[config.mk]
export PLATFORM = sky130hd
export DESIGN_NAME = pwm_dual_edge
export DESIGN_NICKNAME = d
export VERILOG_FILES = /design/src/rtl/pwm_pkg.sv /design/src/rtl/pwm_prescaler.sv /design/src/rtl/pwm_timebase.sv /design/src/rtl/pwm_match_bank.sv /design/src/rtl/pwm_channel.sv /design/src/rtl/pwm_dual_edge.sv
export SDC_FILE = /design/constraint.sdc
export NUM_CORES = 1
export LEC_CHECK = 0
export ABC_AREA = 1
export BUFFER_PORTS_ARGS = -buffer_cell sky130_fd_sc_hd__buf_4
export CORE_ASPECT_RATIO = 1.25
export CORE_MARGIN = 1
export CORE_UTILIZATION = 60
export DETAILED_ROUTE_END_ITERATION = 10
export PLACE_DENSITY = 0.79
export SETUP_SLACK_MARGIN = 0.5
export SYNTH_ARGS = -nofsm -noshare
export SYNTH_HDL_FRONTEND = slang
export SYNTH_SLANG_ARGS = --single-unit
[constraint.sdc]
create_clock -name clk -period 5 [get_ports clk]
set_input_delay 1 -clock clk [delete_from_list [all_inputs] [get_ports clk]]
set_output_delay 1 -clock clk [all_outputs]
set_load 0.03 [all_outputs]
[src/rtl/pwm_pkg.sv]
package pwm_pkg;

  typedef enum logic {
    EDGE_SINGLE = 1'b0,
    EDGE_DUAL   = 1'b1
  } edge_mode_e;

  function automatic int idx_width(input int n);
    return (n > 1) ? $clog2(n) : 1;
  endfunction

endpackage

[src/rtl/pwm_prescaler.sv]
module pwm_prescaler #(
  parameter int PW = 32
) (
  input  logic          clk,
  input  logic          rst,
  input  logic          run,
  input  logic [PW-1:0] pre_max,
  output logic          tick
);

  logic [PW-1:0] pc_q;

  assign tick = run && (pc_q >= pre_max);

  always_ff @(posedge clk) begin
    if (rst) begin
      pc_q <= '0;
    end else if (run) begin
      if (tick) pc_q <= '0;
      else      pc_q <= pc_q + 1'b1;
    end
  end

endmodule

[src/rtl/pwm_timebase.sv]
module pwm_timebase #(
  parameter int CW = 32
) (
  input  logic          clk,
  input  logic          rst,
  input  logic          tick,
  input  logic          pwm_en,
  input  logic [CW-1:0] period,
  output logic [CW-1:0] cnt_q,
  output logic [CW-1:0] cnt_nxt,
  output logic          wrap
);

  assign wrap = tick && pwm_en && (cnt_q == period);

  always_comb begin
    if (!tick)     cnt_nxt = cnt_q;
    else if (wrap) cnt_nxt = '0;
    else           cnt_nxt = cnt_q + 1'b1;
  end

  always_ff @(posedge clk) begin
    if (rst) cnt_q <= '0;
    else     cnt_q <= cnt_nxt;
  end

endmodule

[src/rtl/pwm_match_bank.sv]
module pwm_match_bank #(
  parameter int CW = 32,
  parameter int NM = 4,
  parameter int IW = 2
) (
  input  logic                   clk,
  input  logic                   rst,
  input  logic                   pwm_en,
  input  logic                   wr_en,
  input  logic [IW-1:0]          wr_idx,
  input  logic [CW-1:0]          wr_data,
  input  logic [NM-1:0]          rel_set,
  input  logic                   wrap,
  output logic [NM-1:0][CW-1:0]  act_q,
  output logic [NM-1:0][CW-1:0]  act_nxt,
  output logic [NM-1:0]          lat_q
);

  logic [NM-1:0][CW-1:0] sh_q;

  // Next active values: immediate in timer mode, released shadows at wrap.
  always_comb begin
    act_nxt = act_q;
    if (!pwm_en && wr_en) act_nxt[wr_idx] = wr_data;
    if (wrap) begin
      for (int i = 0; i < NM; i++) begin
        if (lat_q[i]) act_nxt[i] = sh_q[i];
      end
    end
  end

  always_ff @(posedge clk) begin
    if (rst) begin
      sh_q  <= '0;
      act_q <= '0;
      lat_q <= '0;
    end else begin
      if (wr_en) sh_q[wr_idx] <= wr_data;
      act_q <= act_nxt;
      lat_q <= (wrap ? '0 : lat_q) | rel_set;
    end
  end

endmodule

[src/rtl/pwm_channel.sv]
module pwm_channel
  import pwm_pkg::*;
#(
  parameter int CW      = 32,
  parameter bit DUAL_OK = 1'b1
) (
  input  logic          clk,
  input  logic          rst,
  input  logic          pwm_en,
  input  logic          tick,
  input  logic          dbl_sel,
  input  logic [CW-1:0] cnt_nxt,
  input  logic [CW-1:0] set_val,
  input  logic [CW-1:0] clr_val,
  input  logic [CW-1:0] period,
  output logic          out_q
);

  edge_mode_e mode;
  logic       lvl_single;
  logic       set_ev;
  logic       clr_ev;
  logic       lvl_dual;

  always_comb begin
    mode       = (DUAL_OK && dbl_sel) ? EDGE_DUAL : EDGE_SINGLE;
    lvl_single = (cnt_nxt < clr_val);
    set_ev     = (cnt_nxt == set_val) && (set_val <= period);
    clr_ev     = (cnt_nxt == clr_val) && (clr_val <= period);
    if (clr_ev)      lvl_dual = 1'b0;
    else if (set_ev) lvl_dual = 1'b1;
    else             lvl_dual = out_q;
  end

  always_ff @(posedge clk) begin
    if (rst || !pwm_en) begin
      out_q <= 1'b0;
    end else if (tick) begin
      out_q <= (mode == EDGE_DUAL) ? lvl_dual : lvl_single;
    end
  end

endmodule

[src/rtl/pwm_dual_edge.sv]
module pwm_dual_edge
  import pwm_pkg::*;
#(
  parameter int CW  = 32,
  parameter int PW  = 32,
  parameter int NM  = 4,
  localparam int IW  = idx_width(NM),
  localparam int NCH = NM - 1
) (
  input  logic            clk,
  input  logic            rst,
  input  logic            run,
  input  logic            pwm_en,
  input  logic [PW-1:0]   pre_max,
  input  logic            wr_en,
  input  logic [IW-1:0]   wr_idx,
  input  logic [CW-1:0]   wr_data,
  input  logic [NM-1:0]   rel_set,
  input  logic [NCH-1:0]  dbl_sel,
  output logic [CW-1:0]   count_val,
  output logic [NCH-1:0]  pwm_out,
  output logic [NM-1:0]   match_evt
);

  logic                  tick_w;
  logic                  wrap_w;
  logic [CW-1:0]         cnt_nxt;
  logic [NM-1:0][CW-1:0] act_q;
  logic [NM-1:0][CW-1:0] act_nxt;
  logic [NM-1:0]         lat_q;
  logic [NM-1:0]         evt_q;

  pwm_prescaler #(.PW(PW)) u_pre (
    .clk(clk), .rst(rst), .run(run), .pre_max(pre_max), .tick(tick_w)
  );

  pwm_timebase #(.CW(CW)) u_tb (
    .clk(clk), .rst(rst), .tick(tick_w), .pwm_en(pwm_en),
    .period(act_q[0]), .cnt_q(count_val), .cnt_nxt(cnt_nxt), .wrap(wrap_w)
  );

  pwm_match_bank #(.CW(CW), .NM(NM), .IW(IW)) u_bank (
    .clk(clk), .rst(rst), .pwm_en(pwm_en), .wr_en(wr_en), .wr_idx(wr_idx),
    .wr_data(wr_data), .rel_set(rel_set), .wrap(wrap_w),
    .act_q(act_q), .act_nxt(act_nxt), .lat_q(lat_q)
  );

  for (genvar k = 1; k < NM; k++) begin : g_ch
    pwm_channel #(.CW(CW), .DUAL_OK(k >= 2)) u_ch (
      .clk(clk), .rst(rst), .pwm_en(pwm_en), .tick(tick_w),
      .dbl_sel(dbl_sel[k-1]), .cnt_nxt(cnt_nxt),
      .set_val(act_nxt[k-1]), .clr_val(act_nxt[k]), .period(act_nxt[0]),
      .out_q(pwm_out[k-1])
    );
  end

  for (genvar i = 0; i < NM; i++) begin : g_evt
    always_ff @(posedge clk) begin
      if (rst) evt_q[i] <= 1'b0;
      else     evt_q[i] <= tick_w && (cnt_nxt == act_nxt[i]);
    end
  end

  assign match_evt = evt_q;

endmodule

## Yosys cells after proc, flatten, opt, wreduce, memory -nomap -nowiden

Cells that the tools add are included.

- Flip-flop bits (word level): 331
- Latch bits: 0
- RAM bits: 0
- ROM bits: 0
- Bits of input ports: 78
- Output and inout port bits: 39
- Logic and storage cells: 75
- Memories: 0

- Add/subtract/negate cells: 2
- Multipliers: 0
- Div/mod/pow operators: 0
- Order comparisons: 9
- Equal/unequal tests: 7
- Shift operators: 0
- Mux-type cells: 22
- Bitwise operators: 1
- Reduce and logical (&&, ||, !) cells: 16

Operators with widths:

| operator | number |
|---|---|
| 128-bit bitwise mux | 2 |
| 128-bit 2-to-1 mux | 2 |
| 32-bit 2-to-1 mux | 8 |
| 32-bit == test | 5 |
| 32-bit less-or-equal comparator | 3 |
| 32-bit < comparator | 3 |
| 32-bit by 1-bit adder with 32-bit output, second input constant | 2 |
| 32-bit demux with 2-bit select | 1 |
| 32-bit greater-or-equal comparator | 1 |
| 1-bit logical AND | 12 |
| 1-bit 2-to-1 mux | 8 |
| 3-bit != test, second input constant | 2 |
| 4-bit 2-to-1 mux | 1 |
| 4-bit OR | 1 |
| 2-bit AND reduction | 2 |
| 2-bit by 3-bit < comparator with 1-bit output, second input constant | 1 |
| 2-bit by 1-bit greater-or-equal comparator with 1-bit output, second input constant | 1 |
| 1-bit zero test | 1 |
| 1-bit logical OR | 1 |

## Logic depth before layout (Yosys ltp)

Gate-level depths: netlist of run 1.

- Depth after elaboration: 13
- Mapped depth: 37
- Mapped depth without buffers: 36

## By module

From an unflattened synthesis of run 1, not the netlist that was laid out.

- Cell total of the unflattened synthesis: 4118
- Area total of the unflattened synthesis: 26045.0 um^2

By module, submodules not included:

| module | times used | cells an instance | area an instance (um^2) | seq. area each (um^2) |
|---|---|---|---|---|
| pwm_match_bank | 1 | 1722 | 11725.0 | 5205.0 |
| pwm_channel at g_ch[2].u_ch ... | 2 | 449 | 2927.8 | 20.0 |
| pwm_timebase | 1 | 486 | 2846.5 | 640.6 |
| pwm_prescaler | 1 | 363 | 2507.4 | 640.6 |
| pwm_dual_edge | 1 | 509 | 2234.6 | 80.1 |
| pwm_channel at g_ch[1].u_ch | 1 | 140 | 875.8 | 20.0 |

## Worst setup path before layout of run 1

OpenSTA, ideal clock, no wires.

- Kind: input -> register
- Start: in pre_max[23]
- End: reg g_ch[3].u_ch.out_q
- Setup time: 116 ps
- Arrival: 4412 ps
- Required time: 4884 ps
- Slack: 472 ps
- Stages: 30
- Buffers on the path: 1
- Path through: inv_1 > ha_1 > a21oi_1 > o21a_1 > nand2_1 > a21oi_1 > nand2_4 > nand2_4 > inv_4 > nand2_1 > nor2_1 > inv_1 > clkbuf_1 > o21ai_0 > o21ai_0 > inv_1 > ha_1 > a21oi_1 > o21ai_0 > a21o_1 > a21oi_1 > o21ai_0 > a221oi_1 > nand2_1 > nand2_1 > nand2_1 > nand2_1 > nand2_1 > nand2_1 > a21oi_1

RTL lines:

| item | line | RTL |
|---|---|---|
| start: declaration | pwm_dual_edge.sv:14 | `input logic [PW-1:0] pre_max,` |
| end signal: assignment | pwm_channel.sv:39 | `out_q <= (mode == EDGE_DUAL) ? lvl_dual : lvl_single;` |
| end: declaration | pwm_channel.sv:16 | `output logic out_q` |

## Worst setup path after layout of run 1

- Start: reg u_tb.cnt_q[4]
- End: reg g_ch[3].u_ch.out_q

- Longest elaborated chain between the ends: 8
- Elaborated cells on any way between the ends: 17
- Those cells by class: add/sub: 1; order compare: 3; eq/ne: 4; mux: 5; reduce/logical: 4

Ends and longest elaborated chain:

| item | line | RTL |
|---|---|---|
| start: declaration | pwm_timebase.sv:9 | `output logic [CW-1:0] cnt_q,` |
| start signal: assignment | pwm_timebase.sv:24 | `else cnt_q <= cnt_nxt;` |
| parallel branches: the longest is 8 deep, another holds 32-bit by 1-bit adder with 32-bit output | n/a |  |

Several ways; the timed one is not identified.
A chain may end at the register's enable or synchronous reset.

==> flow_summary.json, run 1 <==
{
  "status": "complete, no violations",
  "htree_levels": 2,
  "required_ns": 5.45,
  "r2r_cells": 26,
  "relSlewSlack_pct": 14.6,
  "drtAntennaViolNets": 0,
  "crit_type": "register to register",
  "hold_class": "register to register",
  "grt_pass1_vias": 22100,
  "grt_start_max_net_pins": 85,
  "grt_use_total_pct": 43.3,
  "p_seq_share_pct": 40.8,
  "root_buffer": "clkbuf_16",
  "synthCells": 3107,
  "nets": 3727,
  "final_common_cell": "nor2_1",
  "internal_power_mw": 4.81,
  "post-route-min-period_ns": 4.65,
  "cp-end-kind": "register",
  "die_height_um": 212,
  "rsz0062_at_grt": "true",
  "drv_slew": 0,
  "p_sw_share_pct": 29.1,
  "routed_wl_mm": 82.9,
  "worst_pin_slew_ns": 1.28,
  "coreArea_um2": 34600,
  "syn-num-nets": 3408,
  "cts_made_buffers": 36,
  "final.setup.worst_slack_ns": 0.346,
  "ys_seq_area_share_pct": 31.2,
  "async_reset_ff_share_pct": 0,
  "setup_violations": 0,
  "antenna_found_initial": 1,
  "arrival_ns": 5.10,
  "place_congestion": 1.02,
  "crit_family": "simple AND/OR/NAND/NOR gates",
  "fmax_mhz": 215,
  "cp_slowest_cell": "dfxtp_1",
  "multi_input_area_um2": 13400,
  "p_clk_share_pct": 40.0,
  "syn_avg_cell_area_um2": 6.83,
  "ys_warn_count": 0,
  "insertion_delay_ns": 0.55,
  "ios": 117,
  "start_util_pct": 61.3,
  "via_per_inst": 6.10,
  "synthDistinctLibCells": 56,
  "crit_path_frequent_cell": "nand2_1",
  "areaGrowthSynthToFinish_pct": 25.9,
  "drive_above_1_share_pct": 19.7,
  "worstSetupStartpointType": "register",
  "crit_buf_inv": 5,
  "via_count": 23900,
  "cts_hold_buffers": 0,
  "seq_area_um2": 6630,
  "wl_per_cell_um": 21.2,
  "ys.flop_type": "dfxtp_1",
  "dpl_worst_slack_ns": -0.397,
  "fp.dieArea_um2": 36100,
  "hpwl_mm": 58.5,
  "synth_edf_count": 0,
  "firstDrtPassIters": 7,
  "critical_path.max_stage_delay_ns": 0.45,
  "fin_worst_skew_ns": 0.0279,
  "hold_viol": 0,
  "drc": 0,
  "p_total_mw": 6.79,
  "layout_common_cells": "529 x nor2_1, 466 x nand2_1, 373 x inv_1",
  "overflow": 0,
  "crit_fanout": 12,
  "io_buffers": 115,
  "netlist_area_um2": 21200,
  "grt_pass1_wl_mm": 120,
  "synth_seq_cells": 331,
  "drtIter0Drc": 3324,
  "cts_buffer_depth": 3,
  "p_comb_share_pct": 19.1,
  "cts_tree": "done",
  "crit_cells": 26,
  "clock-sinks": 331,
  "p_leak_nw": 13.0,
  "cap_violations": 0,
  "irDropWorstVdd_mv": 0.288,
  "rows": 76,
  "fin_crit_sh_pct": 93.1,
  "nFillCells": 2533,
  "die_w_um": 170,
  "hold_path_depth": 2,
  "power_density_nw_per_um2": 254,
  "power.switching_mw": 1.98,
  "hold_ws_ns": 0.453,
  "clk_pin_slew_worst_paths_ns": 0.06
}
[per-layer routing]
layer  global-route usage (%)  wire length [um]
met3                     8.40             10200
met4                     26.2              6170
met1                     54.4             30100
met5                        0                 0
met2                     68.7             36400
[state kept, by name (all words and copies together) (netlist names)]
name             flops
g_ch.u_ch.out_q      3
match_evt            4
u_bank.act_q       128
u_bank.lat_q         4
u_bank.sh_q        128
u_pre.pc_q          32
u_tb.cnt_q          32
[kinds of logic after synthesis]
family                     after synthesis  share of synthesized area (%)
muxes                                   38                           1.80
and+or+nand+nor                       1316                           26.3
DFF                                    331                           31.2
AOI/OAI and AO/OA                      628                           16.2
xor gates and xnor gates                38                           1.57
buffers and inverters                  533                           9.71
adders and majority gates              223                           13.2
[metrics by stage]
| step | cell area (um2) | TNS, ns | cells | util (%) |
|---|---|---|---|---|
| after floorplan | 21200 | 0 | 3107 | - |
| after global placement | 24100 | -0.424 | 3813 | 69.6 |
| after detailed placement | 24100 | -0.762 | 3813 | 69.6 |
| after CTS | 25300 | 0 | 3875 | 73.2 |
| after global routing | 26700 | 0 | 3918 | 77.2 |
| final | 26700 | 0 | 3919 | 77.2 |
[cell usage after synthesis, drive strengths merged (2+ instances only)]
cell type,count,area [um2]
nor2,549,2110
nand2,503,1910
inv,412,1550
o21ai,371,1910
dfxtp,331,6630
ha,223,2790
a21oi,172,861
clkbuf,97,364
nand3,79,420
nand4,72,450
nor3,54,285
mux2i,37,370
o211ai,35,263
nor4,27,175
xor2,26,228
buf,22,139
a211oi,15,113
nand3b,14,109
xnor2,12,105
nor3b,7,57.6
a221oi,5,43.8
o21bai,5,37.5
a21o,4,30.0
and3,4,25.0
o21a,4,30.0
o221ai,4,35.0
or2,4,25.0
and2,3,18.8
o2111ai,3,26.3
a22oi,2,15.0
a31oi,2,12.5
a41oi,2,17.5
clkinv,2,7.51
o22ai,2,18.8
[cell type report]
type                    count  share of cell area, %
well taps                 468                   2.19
clock inverters            14                  0.595
diodes                      2                 0.0187
repair buffers            399                   12.4
flip-flops and latches    331                   24.8
inverters                 414                   5.86
multi-input cells        2244                   50.3
clock buffers              47                   3.79
[worst paths after layout]
kind                    from                 end  slack, ns
min reg2reg  u_bank.sh_q[81]     u_bank.sh_q[81]       0.45
max reg2reg    u_tb.cnt_q[4]  g_ch[3].u_ch.out_q       0.35
max            u_tb.cnt_q[4]  g_ch[3].u_ch.out_q       0.35
min          u_bank.sh_q[81]     u_bank.sh_q[81]       0.45
[worst register-to-register path, cell delays in order, from the launching register on]
cell and delay [ns]:
dfxtp_1 0.45, inv_2 0.07, nand2_1 0.12, nand4_1 0.25, or2_0 0.28, nor2_1 0.16
nand3_1 0.15, nor2_4 0.26, nand2_4 0.11, nor2_4 0.14, inv_4 0.06, buf_4 0.15
clkbuf_16 0.17, o21ai_0 0.29, ha_1 0.33, a21oi_1 0.26, o221ai_2 0.18, nand2_2 0.12
nand3_4 0.11, nand2_2 0.10, a41oi_2 0.13, nor3_2 0.23, buf_4 0.15, nor2_2 0.03
nand2_1 0.06, nand2_1 0.06, a21oi_1 0.15
[power groups by stage]
stage	logic [mW]	registers, mW	clock network [mW]
2_1_floorplan	0.627	2.81	0
3_3_place_gp	1.07	2.82	0
3_5_place_dp	1.11	2.82	0
4_1_cts	1.13	2.77	2.71
5_1_grt	1.39	2.78	2.83
6_report	1.30	2.77	2.72
[repair_timing]
action,4_1_cts,5_1_grt
pin swaps,2,75
setup buffers,1,35
gates cloned,0,7
resized for setup,29,230
endpoints found under the setup margin,2,5
No activity file was read; power rests on OpenSTA's default activity.
==> inputs of run 2 (changes only) <==
- clock period: 5 -> 4.9 ns (I/O delays scaled with it)
==> run 2 against run 1 <==
Sequential power increased by 2%; flip-flop and latch count is the same; die area is the same; maximum frequency increased by 3.2%; combinational power is 3% higher; first-iteration DRC count grew 5.3%; total power up 3.5%; non-clock buffer count rose by 3; sequential share of layout area is 0.25 points lower; register-to-register slack gained 0.04 ns; clock skew is 0.0019 ns lower; critical endpoint unchanged; largest cell class unchanged; highest routed layer is now met5.
==> flow_summary.json, run 2 (synthesized netlist as in run 1, its figures left out) <==
{
  "cts_tree": "done",
  "io_buffers": 115,
  "drv_slew": 0,
  "insertion_delay_ns": 0.55,
  "grt_start_max_net_pins": 72,
  "clock-sinks": 331,
  "hpwl_mm": 58.9,
  "status": "complete, no violations",
  "via_count": 24200,
  "required_ns": 5.38,
  "grt_use_total_pct": 42.3,
  "grt_pass1_vias": 21700,
  "drc": 0,
  "cap_violations": 0,
  "hold_viol": 0,
  "critPathLaunch": "u_tb.cnt_q[11]",
  "setup_violations": 0,
  "final_common_cell": "nor2_1",
  "relSlewSlack_pct": 14.9,
  "cts_made_buffers": 35,
  "overflow": 0,
  "critical_path.max_stage_delay_ns": 0.45,
  "drive_above_1_share_pct": 20.2,
  "firstDrtPassIters": 7,
  "drtIter0Drc": 3499,
  "hold_class": "register to register",
  "coreArea_um2": 34600,
  "crit_type": "register to register",
  "fin_worst_skew_ns": 0.0260,
  "dp.cells": 3821,
  "hp-start": "u_bank.sh_q[75]",
  "p_leak_nw": 13.0,
  "drtAntennaViolNets": 0,
  "final.setup.worst_slack_ns": 0.388,
  "dpl_worst_slack_ns": -0.299,
  "wl_per_cell_um": 21.3,
  "antenna_found_initial": 1,
  "htree_levels": 2,
  "cp_slowest_cell": "dfxtp_1",
  "cts_hold_buffers": 0,
  "final_cells": 3920,
  "arrival_ns": 4.99,
  "crit_fanout": 6,
  "ios": 117,
  "clk_pin_slew_worst_paths_ns": 0.07,
  "rsz0062_at_grt": "true",
  "start_util_pct": 61.3,
  "worst_pin_slew_ns": 1.28,
  "post-route-min-period_ns": 4.51,
  "root_buffer": "clkbuf_16",
  "fp.dieArea_um2": 36100,
  "top_regs": "u_bank.act_q (128), u_bank.sh_q (128)",
  "die_height_um": 212,
  "irDropWorstVdd_mv": 0.319,
  "cp-end-kind": "register",
  "power_density_nw_per_um2": 260,
  "nets": 3729,
  "die_w_um": 170,
  "r2r_start": "u_tb.cnt_q[11]",
  "diodes": 0,
  "crit_path_frequent_cell": "nand2_1",
  "cts_buffer_depth": 3,
  "via_per_inst": 6.17,
  "fmax_mhz": 222,
  "fin_crit_sh_pct": 92.1,
  "layout_common_cells": "525 x nor2_1, 467 x nand2_1, 378 x inv_1",
  "rows": 76,
  "areaGrowthSynthToFinish_pct": 27.3,
  "routed_wl_mm": 83.3,
  "grt_pass1_wl_mm": 117,
  "place_congestion": 1.06,
  "worstSetupStartpointType": "register"
}
## run 2: cell types whose count changed in the layout (fill, tap and decap cells not counted), sizes merged
cell,change
buf,+4
inv,-1
clkinvlp,-3
diode,-2
clkbuf,+3
## run 2: final cells by class
| cell class | count | area (um2) |
|---|---|---|
| Multi-Input combinational cell | 2244 | 13600 |
| Sequential cell | 331 | 6630 |
| Inverter | 414 | 1580 |
| Clock buffer | 51 | 1090 |
| Timing Repair Buffer | 402 | 3390 |
| Clock inverter | 10 | 128 |
| Fill cell | 2434 | 7610 |
| Tap cell | 468 | 586 |
## run 2: path summary, 6_finish.rpt
| path | slack, ns | depth (start not counted) | end |
|---|---|---|---|
| max | 0.39 | 30 | g_ch[3].u_ch.out_q |
| min | 0.46 | 2 | u_bank.sh_q[75] |
| max reg2reg | 0.39 | 30 | g_ch[3].u_ch.out_q |
| min reg2reg | 0.46 | 2 | u_bank.sh_q[75] |
## run 2: through the flow
stage | TNS, ns | hold slack, ns | power [mW] | instance area (um2) | util [%]
5_1_grt | 0 | 0.466 | 7.22 | 27000 | 78.0
4_1_cts | 0 | 0.456 | 6.81 | 25500 | 73.6
2_1_floorplan | 0 | 0.425 | 3.51 | 21200 | -
3_3_place_gp | -0.456 | 0.435 | 3.96 | 24200 | 70.0
6_report | 0 | 0.456 | 7.03 | 27000 | 78.0
3_5_place_dp | -0.596 | 0.444 | 4.01 | 24200 | 70.0
## run 2: where the power goes
group / internal [mW] / total [mW] / switching, mW
Sequential: 2.78 / 2.83 / 0.0472
Clock: 1.70 / 2.85 / 1.16
Combinational: 0.518 / 1.34 / 0.826
## run 2: layer usage
layer | routed length, um | track usage, % | vias up
met5 | 13 | 0 | -
li1 | - | - | 10900
met3 | 9810 | 6.25 | 412
met1 | 30700 | 54.3 | 11200
met2 | 36900 | 68.3 | 1690
met4 | 5860 | 23.1 | 2
## run 2: worst max-delay path, delay by kind of cell (launching register included)
kind / cells / cell delay [ns]
adder cells (fa/ha/maj): 1 / 0.27
flip-flops: 1 / 0.45
AO/OA/AOI/OAI: 2 / 0.19
buffers and inverters: 7 / 0.98
AND/OR/NAND/NOR: 20 / 2.55
## run 2: what timing repair did
item | 4_1_cts | 5_1_grt
endpoints found under the setup margin | 2 | 6
pin swaps | 1 | 65
buffers inserted | 0 | 31
gates cloned | 0 | 7
gates resized for setup | 20 | 261
